===== config.mk =====
export PLATFORM = sky130hd
export DESIGN_NAME = serial_adc_emu
export DESIGN_NICKNAME = d
export VERILOG_FILES = /design/src/rtl/serial_adc_emu_pkg.sv /design/src/rtl/line_sync.sv /design/src/rtl/frame_ctrl.sv /design/src/rtl/tx_shift.sv /design/src/rtl/serial_adc_emu.sv
export SDC_FILE = /design/constraint.sdc
export NUM_CORES = 1
export LEC_CHECK = 0
export CORE_ASPECT_RATIO = 1.75
export CORE_MARGIN = 2
export CORE_UTILIZATION = 44
export DETAILED_ROUTE_END_ITERATION = 12
export PLACE_DENSITY = 0.75
export SETUP_SLACK_MARGIN = 0.05
export SYNTH_ARGS = -nofsm -noshare
export SYNTH_HDL_FRONTEND = slang
export SYNTH_SLANG_ARGS = --single-unit

===== constraint.sdc =====
create_clock -name clk -period 1.5 [get_ports clk]
set_input_delay 0.225 -clock clk [delete_from_list [all_inputs] [get_ports clk]]
set_output_delay 0.225 -clock clk [all_outputs]
set_load 0.01 [all_outputs]

===== src/rtl/serial_adc_emu_pkg.sv =====
package serial_adc_emu_pkg;

  // Synchronized view of the host lines with detected edges
  typedef struct packed {
    logic cs_low;    // select asserted (synchronized)
    logic cs_fall;   // select just asserted
    logic cs_rise;   // select just released
    logic sck_rise;  // serial clock rising edge
    logic sck_fall;  // serial clock falling edge
    logic mosi;      // synchronized serial data in
  } line_ev_t;

endpackage


===== src/rtl/line_sync.sv =====
module line_sync
  import serial_adc_emu_pkg::*;
#(
  parameter int STAGES = 2
) (
  input  logic     clk,
  input  logic     rst,
  input  logic     cs_n_i,
  input  logic     sclk_i,
  input  logic     mosi_i,
  output line_ev_t ev_o
);

  localparam int NLINES = 3;
  // line order: {mosi, sclk, cs_n}; idle levels used as reset values
  localparam logic [NLINES-1:0] IDLE = 3'b011;

  logic [NLINES-1:0] raw;
  logic [NLINES-1:0] synced;
  logic              cs_d, sck_d;

  assign raw = {mosi_i, sclk_i, cs_n_i};

  for (genvar i = 0; i < NLINES; i++) begin : g_line
    logic [STAGES-1:0] chain;
    always_ff @(posedge clk) begin
      if (rst) chain <= {STAGES{IDLE[i]}};
      else     chain <= {chain[STAGES-2:0], raw[i]};
    end
    assign synced[i] = chain[STAGES-1];
  end

  always_ff @(posedge clk) begin
    if (rst) begin
      cs_d  <= 1'b1;
      sck_d <= 1'b1;
    end else begin
      cs_d  <= synced[0];
      sck_d <= synced[1];
    end
  end

  always_comb begin
    ev_o.cs_low   = ~synced[0];
    ev_o.cs_fall  = ~synced[0] & cs_d;
    ev_o.cs_rise  = synced[0] & ~cs_d;
    ev_o.sck_rise = synced[1] & ~sck_d;
    ev_o.sck_fall = ~synced[1] & sck_d;
    ev_o.mosi     = synced[2];
  end

endmodule


===== src/rtl/frame_ctrl.sv =====
module frame_ctrl
  import serial_adc_emu_pkg::*;
#(
  parameter int FRAME_BITS = 16,
  parameter int CTRL_BITS  = 8,
  parameter int ADDR_W     = 2,
  parameter int ADDR_LSB   = 3
) (
  input  logic              clk,
  input  logic              rst,
  input  line_ev_t          ev_i,
  output logic              active_o,
  output logic              done_o,
  output logic [ADDR_W-1:0] cur_addr_o
);

  localparam int CW = $clog2(FRAME_BITS + 1);
  localparam logic [CW-1:0] LAST_CTRL  = CW'(CTRL_BITS - 1);
  localparam logic [CW-1:0] LAST_FRAME = CW'(FRAME_BITS - 1);
  localparam logic [CW-1:0] CTRL_LIM   = CW'(CTRL_BITS);

  logic [CW-1:0]        cnt_q;
  logic [CTRL_BITS-1:0] ctrl_q;
  logic [CTRL_BITS-1:0] ctrl_nxt;
  logic [ADDR_W-1:0]    pend_q;

  assign ctrl_nxt = {ctrl_q[CTRL_BITS-2:0], ev_i.mosi};

  always_ff @(posedge clk) begin
    if (rst) begin
      cnt_q      <= '0;
      active_o   <= 1'b0;
      ctrl_q     <= '0;
      pend_q     <= '0;
      cur_addr_o <= '0;
      done_o     <= 1'b0;
    end else begin
      done_o <= 1'b0;
      if (!ev_i.cs_low) begin
        active_o <= 1'b0;
        cnt_q    <= '0;
      end else if (ev_i.cs_fall) begin
        active_o <= 1'b1;
        cnt_q    <= '0;
      end else if (active_o && ev_i.sck_rise) begin
        cnt_q <= cnt_q + 1'b1;
        if (cnt_q < CTRL_LIM)
          ctrl_q <= ctrl_nxt;
        if (cnt_q == LAST_CTRL)
          pend_q <= ctrl_nxt[ADDR_LSB +: ADDR_W];
        if (cnt_q == LAST_FRAME) begin
          active_o   <= 1'b0;
          cur_addr_o <= pend_q;
          done_o     <= 1'b1;
        end
      end
    end
  end


  abort_clears_chk: assert property (@(posedge clk) disable iff (rst)
    ev_i.cs_rise |=> (cnt_q == '0 && !active_o));


  count_bound_chk: assert property (@(posedge clk) disable iff (rst)
    cnt_q <= CW'(FRAME_BITS));


  fall_no_count_chk: assert property (@(posedge clk) disable iff (rst)
    (ev_i.sck_fall && ev_i.cs_low) |=> $stable(cnt_q));


  addr_only_on_done_chk: assert property (@(posedge clk) disable iff (rst)
    done_o |-> ($past(cnt_q) == LAST_FRAME && $past(ev_i.cs_low)));

endmodule


===== src/rtl/tx_shift.sv =====
module tx_shift #(
  parameter int SAMPLE_W   = 8,
  parameter int NUM_CH     = 4,
  parameter int FRAME_BITS = 16,
  parameter int LEAD       = 4,
  parameter int ADDR_W     = 2
) (
  input  logic                       clk,
  input  logic                       rst,
  input  logic                       load_i,
  input  logic                       shift_i,
  input  logic                       hold_low_i,
  input  logic [NUM_CH*SAMPLE_W-1:0] samples_i,
  input  logic [ADDR_W-1:0]          sel_i,
  output logic                       miso_o
);

  localparam int TAIL = FRAME_BITS - LEAD - SAMPLE_W;

  logic [SAMPLE_W-1:0]   ch [NUM_CH];
  logic [SAMPLE_W-1:0]   pick;
  logic [FRAME_BITS-1:0] sr_q;

  for (genvar i = 0; i < NUM_CH; i++) begin : g_ch
    assign ch[i] = samples_i[i*SAMPLE_W +: SAMPLE_W];
  end

  assign pick = ch[sel_i];

  always_ff @(posedge clk) begin
    if (rst) begin
      sr_q   <= '0;
      miso_o <= 1'b0;
    end else if (hold_low_i) begin
      miso_o <= 1'b0;
    end else if (load_i) begin
      sr_q   <= {{LEAD{1'b0}}, pick, {TAIL{1'b0}}};
      miso_o <= 1'b0;
    end else if (shift_i) begin
      miso_o <= sr_q[FRAME_BITS-1];
      sr_q   <= {sr_q[FRAME_BITS-2:0], 1'b0};
    end
  end


  idle_low_chk: assert property (@(posedge clk) disable iff (rst)
    hold_low_i |=> !miso_o);


  hold_between_edges_chk: assert property (@(posedge clk) disable iff (rst)
    (!shift_i && !hold_low_i && !load_i) |=> $stable(miso_o));

endmodule


===== src/rtl/serial_adc_emu.sv =====
module serial_adc_emu
  import serial_adc_emu_pkg::*;
#(
  parameter int SAMPLE_W    = 8,
  parameter int NUM_CH      = 4,
  parameter int FRAME_BITS  = 16,
  parameter int CTRL_BITS   = 8,
  parameter int LEAD        = 4,
  parameter int ADDR_LSB    = 3,
  parameter int SYNC_STAGES = 2,
  localparam int ADDR_W     = $clog2(NUM_CH)
) (
  input  logic                       clk,
  input  logic                       rst,
  input  logic                       cs_n_i,
  input  logic                       sclk_i,
  input  logic                       mosi_i,
  input  logic [NUM_CH*SAMPLE_W-1:0] sample_bus_i,
  output logic                       miso_o,
  output logic [ADDR_W-1:0]          last_addr_o
);

  line_ev_t          ev;
  logic              active;
  logic              done;
  logic [ADDR_W-1:0] cur_addr;

  line_sync #(.STAGES(SYNC_STAGES)) u_sync (
    .clk    (clk),
    .rst    (rst),
    .cs_n_i (cs_n_i),
    .sclk_i (sclk_i),
    .mosi_i (mosi_i),
    .ev_o   (ev)
  );

  frame_ctrl #(
    .FRAME_BITS (FRAME_BITS),
    .CTRL_BITS  (CTRL_BITS),
    .ADDR_W     (ADDR_W),
    .ADDR_LSB   (ADDR_LSB)
  ) u_ctrl (
    .clk        (clk),
    .rst        (rst),
    .ev_i       (ev),
    .active_o   (active),
    .done_o     (done),
    .cur_addr_o (cur_addr)
  );

  tx_shift #(
    .SAMPLE_W   (SAMPLE_W),
    .NUM_CH     (NUM_CH),
    .FRAME_BITS (FRAME_BITS),
    .LEAD       (LEAD),
    .ADDR_W     (ADDR_W)
  ) u_tx (
    .clk        (clk),
    .rst        (rst),
    .load_i     (ev.cs_fall),
    .shift_i    (active && ev.sck_fall),
    .hold_low_i (!ev.cs_low),
    .samples_i  (sample_bus_i),
    .sel_i      (cur_addr),
    .miso_o     (miso_o)
  );

  assign last_addr_o = cur_addr;


  reset_state_chk: assert property (@(posedge clk)
    rst |=> (!miso_o && last_addr_o == '0));


  addr_change_on_done_chk: assert property (@(posedge clk) disable iff (rst)
    !$stable(last_addr_o) |-> done);

endmodule


Word level (Yosys, flattened, before mapping)
Cells that the tools add are included.
{"block": "word_totals", "regBits": 39, "output_inout_bits": 3, "elab_cells": 45}
{"block": "op_classes", "add_sub_neg": 1, "magnitude_cmp": 2, "n_eq_ne": 2, "muxes": 8, "n_bitwise": 8, "reduce_logical": 12}
{"operator": "2-to-1 mux 16 bit", "count": 2}
{"operator": "binary-select mux 8 bit (select 2 bit)", "count": 1}
{"operator": "2-to-1 mux 8 bit", "count": 2}
{"operator": "AND reduction 4 bit", "count": 3}
{"operator": "nonzero test 2 bit", "count": 3}
{"operator": "adder 5 x 1 -> 5 bit (second input constant)", "count": 1}
{"operator": "equality test 5 x 3 -> 1 bit (second input constant)", "count": 1}
{"operator": "equality test 5 x 4 -> 1 bit (second input constant)", "count": 1}
{"operator": "< comparator 5 x 4 -> 1 bit (second input constant)", "count": 1}
{"operator": "inverter 1 bit", "count": 4}
{"operator": "AND reduction 2 bit", "count": 2}
{"operator": "bitwise AND 1 bit", "count": 3}
{"operator": "greater-or-equal comparator 3 bit (second input constant)", "count": 1}
{"operator": "2-to-1 mux 1 bit", "count": 3}
{"operator": "inverter 2 -> 3 bit", "count": 1}
{"operator": "OR reduction 3 bit", "count": 1}
{"operator": "logical AND 1 bit", "count": 2}
{"operator": "OR reduction 2 bit", "count": 1}

Logic depth before layout (Yosys ltp)
{"block": "logic_depth", "word_depth": 5, "depth_mapped": 6, "mapped_depth_nobuf": 6}

Cells and area by module
From an unflattened synthesis, not the netlist that was laid out.
{"block": "unflattened", "cells_unflattened": 169, "area_unflattened_um2": 1700.4}
{"module": "tx_shift", "instances": 1, "cells_each": 82, "area_per_inst_um2": 797.0, "seq_area_each_um2": 260.2}
{"module": "frame_ctrl", "instances": 1, "cells_each": 63, "area_per_inst_um2": 646.9, "seq_area_each_um2": 300.3}
{"module": "line_sync", "instances": 1, "cells_each": 22, "area_per_inst_um2": 246.5, "seq_area_each_um2": 160.2}
{"module": "serial_adc_emu", "instances": 1, "cells_each": 2, "area_per_inst_um2": 10.0, "seq_area_each_um2": 0.0}

Worst setup path before layout
Ideal clock, no wire load.
{"block": "synth_path", "kind": "flip-flop to flip-flop", "from": "register u_ctrl.cur_addr_o[0]", "to": "register u_tx.sr_q[10]", "arrival_ps": 1284, "t_required_ps": 1368, "slack_ps": 84, "stages_incl_launch_ff": 6, "path_buffers": 2, "period_less_slack_ps": 1416, "path_cell_list": "dfxtp_1 -> buf_6 -> buf_6 -> mux2_2 -> a221oi_1 -> a211oi_1"}
{"block": "synth_between", "elab_chain_len": 5}
{"element": "start: declaration", "line": "frame_ctrl.sv:14", "rtl": "output logic [ADDR_W-1:0] cur_addr_o"}
{"element": "start signal: assignment", "line": "frame_ctrl.sv:53", "rtl": "cur_addr_o <= pend_q;"}
{"element": "inverter 2 -> 3 bit (not written as such)", "line": "tx_shift.sv:28", "rtl": "assign pick = ch[sel_i];"}
{"element": "binary-select mux 8 bit (select 2 bit)", "line": "tx_shift.sv:28"}
{"element": "2-to-1 mux 8 bit (not written as such) (2 in a row)", "line": "tx_shift.sv:28"}
{"element": "2-to-1 mux 16 bit", "line": "tx_shift.sv:36", "rtl": "end else if (load_i) begin"}
{"element": "end signal: assignment", "line": "tx_shift.sv:37", "rtl": "sr_q <= {{LEAD{1'b0}}, pick, {TAIL{1'b0}}};"}
{"element": "end signal: assignment", "line": "tx_shift.sv:41", "rtl": "sr_q <= {sr_q[FRAME_BITS-2:0], 1'b0};"}
{"element": "end: declaration", "line": "tx_shift.sv:22", "rtl": "logic [FRAME_BITS-1:0] sr_q;"}
Every way passes these cells. The select of a mux whose other input is x is not followed.
A chain may end at the register's enable or synchronous reset.

Worst setup path after layout
{"block": "layout_path", "from": "register u_ctrl.cnt_q[1]", "to": "register u_ctrl.cur_addr_o[0]"}
{"block": "layout_between", "elab_chain_len": 2}
{"element": "start: declaration", "line": "frame_ctrl.sv:22", "rtl": "logic [CW-1:0] cnt_q;"}
{"element": "start signal: assignment", "line": "frame_ctrl.sv:46", "rtl": "cnt_q <= cnt_q + 1'b1;"}
{"element": "equality test 5 x 4 -> 1 bit", "line": "frame_ctrl.sv:51", "rtl": "if (cnt_q == LAST_FRAME) begin"}
{"element": "AND reduction 4 bit (no line)"}
Every way passes these cells.

==> run_results.csv <==
group,metric,value,unit
run_status,status,"complete, no violations",
timing,fmax,699,MHz
setup_path,endpoint_kind,"flop",
setup_path,path_cells,"ha_4 -> and3_4 -> ha_4 -> nand4b_1 -> o31ai_1 -> a21oi_1",
die,pin_count,40,
synthesis,synth.distinct_cells,42,
die,die_area,4420,um^2
placed_design,numPortBuffers,39,
grt,grt-ovfl-total,0,
placed_design,pre_cts_ws,0.0512,ns
cells_and_area,ff_latch_area,711,um^2
cells_and_area,insertedDiodeCount,0,
synthesis,synth_top_area_share,0.409,
min_path,worstHoldStart,"u_sync.g_line[0].chain[0]",
cts,cts.clk_slew.worst_paths,0.07,ns
die,floorplan.initialDensity,0.451,
grt,grt_pass1_vias,1546,
synthesis,synth_seq_cells,35,
drt,drtIter0Drc,22,
setup_path,timing_worst_setup_path_type,"reg -> reg",
timing,drv_slew,0,
power_and_ir_drop,p_comb_frac,0.090,
power_and_ir_drop,netSwitchingPower,0.414,mW
power_and_ir_drop,vdd.ir_drop.worst,0.679,mV
timing,tns,0,ns
synthesis,syn_inst,181,
synthesis,synth_nets,220,
power_and_ir_drop,power_frac_clock,0.464,
drt,dr.pass1.iters,4,
flow_run,max_cap_violations,0,
cts,cts_inserted_buffers,5,
timing,holdWs,0.410,ns
synthesis,synth.area.top_cells,"dfxtp_1, mux2_2, a21oi_1, nand3_1, a211oi_1",
setup_path,rr_worst_depth,6,
setup_path,crit_top_cell,"ha_4",
timing,rsz0062_at_grt,"true",
die,die_w,51.1,um
cells_and_area,multiInputGateArea,987,um^2
cells_and_area,fin_util,0.651,
power_and_ir_drop,p_leak,0.865,nW
power_and_ir_drop,internal_power,1.75,mW
grt,grt_pass1_wl,6600,um
die,coreArea,3790,um^2
cts,clkSinkCount,35,
drt,vias_per_cell,5.44,
die,rows,30,
die,die_h,86.5,um
setup_path,start_kind,"flop",
cells_and_area,layout_common_cells,"clkdlybuf4s50_1, dfxtp_1, buf_4",
drt,post_drt_wl_per_cell,14.7,um
setup_path,worst_r2r_startpoint,"u_ctrl.cnt_q[1]",
cts,cts_tree,"built",
cells_and_area,nNetsFinal,275,
synthesis,synth_flop_cell,"dfxtp_1",
timing,skew,0.00498,ns
grt,antenna_found_initial,0,
timing,finalSetupViolCount,0,
power_and_ir_drop,power_density,876,nW/um^2
setup_path,cp.arrival,1.61,ns
synthesis,syn_area_per_cell,9.46,um^2
timing,final.min_clock_period,1.43,ns
synthesis,async_flop_share,0,
timing,fin_crit_sh,0.954,
synthesis,yosysTopAreaCell,"dfxtp_1",
power_and_ir_drop,p_sw_frac,0.192,
drt,antenna_left,0,
timing,fin_ws,0.0684,ns
min_path,worstHoldPathCells,1,
cells_and_area,syn_to_final_growth,44.2,%
synthesis,syn_area,1710,um^2
grt,grt_max_degree,22,
timing,tightest_slew,0.445,ns
timing,slew_headroom,0.702,
setup_path,required,1.68,ns
setup_path,rrSetupSlack,0.07,ns
setup_path,path_max_fanout,3,
placed_design,place_area,2250,um^2
setup_path,max_stage_delay,0.35,ns
drt,vias,1551,
cells_and_area,drive_above_1_share,0.283,
min_path,min_path_type,"reg -> reg",
drt,route.detailed.drc,0,
placed_design,dp_hpwl,3160,um
power_and_ir_drop,p_seq_frac,0.446,
cts,root_buffer,"clkbuf_8",
setup_path,worstReg2RegEnd,"u_ctrl.cur_addr_o[0]",
cells_and_area,design_area,2470,um^2
drt,drt-total-wl,4200,um
synthesis,ys_seq_area_frac,0.409,
cells_and_area,final_common_cell,"clkdlybuf4s50_1",
cts,htreeDepth,2,
timing,finalHoldViolations,0,
cells_and_area,nFillCells,326,
setup_path,cp_slowest_cell,"dfxtp_2",
synthesis,synth_edf_count,0,
cts,clk_path_buf_depth,2,
min_path,min_to,"u_sync.g_line[0].chain[1]",
placed_design,gp_congestion,0.816,
cts,clk_latency,0.29,ns
synthesis,ys_warn_count,0,
grt,grt_use_total,0.203,
flip-flops by register name, indices dropped and copies added (netlist names):
register	cells
u_sync.sck_d	1
u_tx.miso_o	1
u_ctrl.pend_q	2
u_sync.g_line.chain	6
u_ctrl.active_o	1
u_ctrl.ctrl_q	4
u_tx.sr_q	12
u_ctrl.cur_addr_o	2
u_sync.cs_d	1
u_ctrl.cnt_q	5
synthesized netlist by cell type, drive strengths merged (2+ instances only):
cell and count:
nand2 6, or3 3, nor2b 5, o31ai 2
nand4b 2, buf 7, a21oi 16, nor3 7
dfxtp 35, o21ai 6, o21bai 7, ha 2
or2 6, inv 2, nand2b 5, a221oi 6
nand4 2, mux2 12, mux2i 3, clkbuf 6
nor2 5, nand3b 2, nand3 14, a211oi 7
and3b 2, and3 2
logic make-up (layout without fill, tap and decap cells):
kind of cell,Yosys count,in the layout,synth area share
multiplexers,16,16,0.110
buffers and inverters,15,71,0.0460
AND/OR/NAND/NOR,66,66,0.236
AO/OA/AOI/OAI,46,46,0.179
adder cells (fa/ha/maj),2,2,0.0146
XOR/XNOR,1,1,0.00512
flip-flops,35,35,0.409
worst max-delay path by stage:
| stage | start | end | slack, ns | depth (start not counted) |
|---|---|---|---|---|
| floorplan | u_ctrl.cur_addr_o[0] | u_tx.sr_q[10] | 0.08 | 5 |
| CTS | u_ctrl.cnt_q[1] | u_ctrl.cur_addr_o[1] | 0.06 | 6 |
| global route | u_ctrl.cnt_q[1] | u_ctrl.cur_addr_o[0] | 0.002 | 6 |
| global placement | sample_bus_i[28] | u_tx.sr_q[8] | 0.08 | 4 |
| finish | u_ctrl.cnt_q[1] | u_ctrl.cur_addr_o[0] | 0.07 | 6 |
| detailed placement | rst | u_ctrl.cnt_q[3] | 0.05 | 4 |
final cells by class:
class                   count  share of cell area
flip-flops and latches     35               0.288
inverters                   2             0.00304
multi-input cells         131               0.400
clock buffers               5              0.0279
well taps                  48              0.0243
repair buffers             61               0.229
clock inverters             3              0.0274
stage by stage:
| stage | total power, mW | cells |
|---|---|---|
| final | 2.16 | 285 |
| after global routing | 2.24 | 285 |
| after CTS | 2.18 | 283 |
| after detailed placement | 1.18 | 275 |
| after global placement | 1.17 | 275 |
| after floorplan | 1.05 | 181 |
power by group through the flow:
stage                     sequential [mW]  combinational, mW  clock, mW
after global placement              0.985              0.187          0
after detailed placement            0.986              0.191          0
after floorplan                     0.978             0.0744          0
after CTS                           0.963              0.191       1.03
after global routing                0.965              0.210       1.06
final                               0.963              0.194       1.00
what timing repair did:
action	in CTS	in global routing
setup buffers	0	2
hold buffers	0	0
cloned	0	0
resized for setup	6	13
endpoints found under the setup margin	3	10
pin swaps	0	3
routing by layer:
layer,wire length (um),up-vias,track usage
met4,102,0,0.125
li1,-,782,-
met2,2420,40,0.403
met5,0,-,0
met1,1480,721,0.168
met3,187,8,0.0483
critical path: cells and delay by family, from the launching register on:
kind                       cells  cell delay (ns)
AOI/OAI and AO/OA              2             0.36
DFF                            1             0.35
and+or+nand+nor                2             0.35
adders and majority gates      2             0.26
Note: power is estimated with default switching activity, not from simulation.
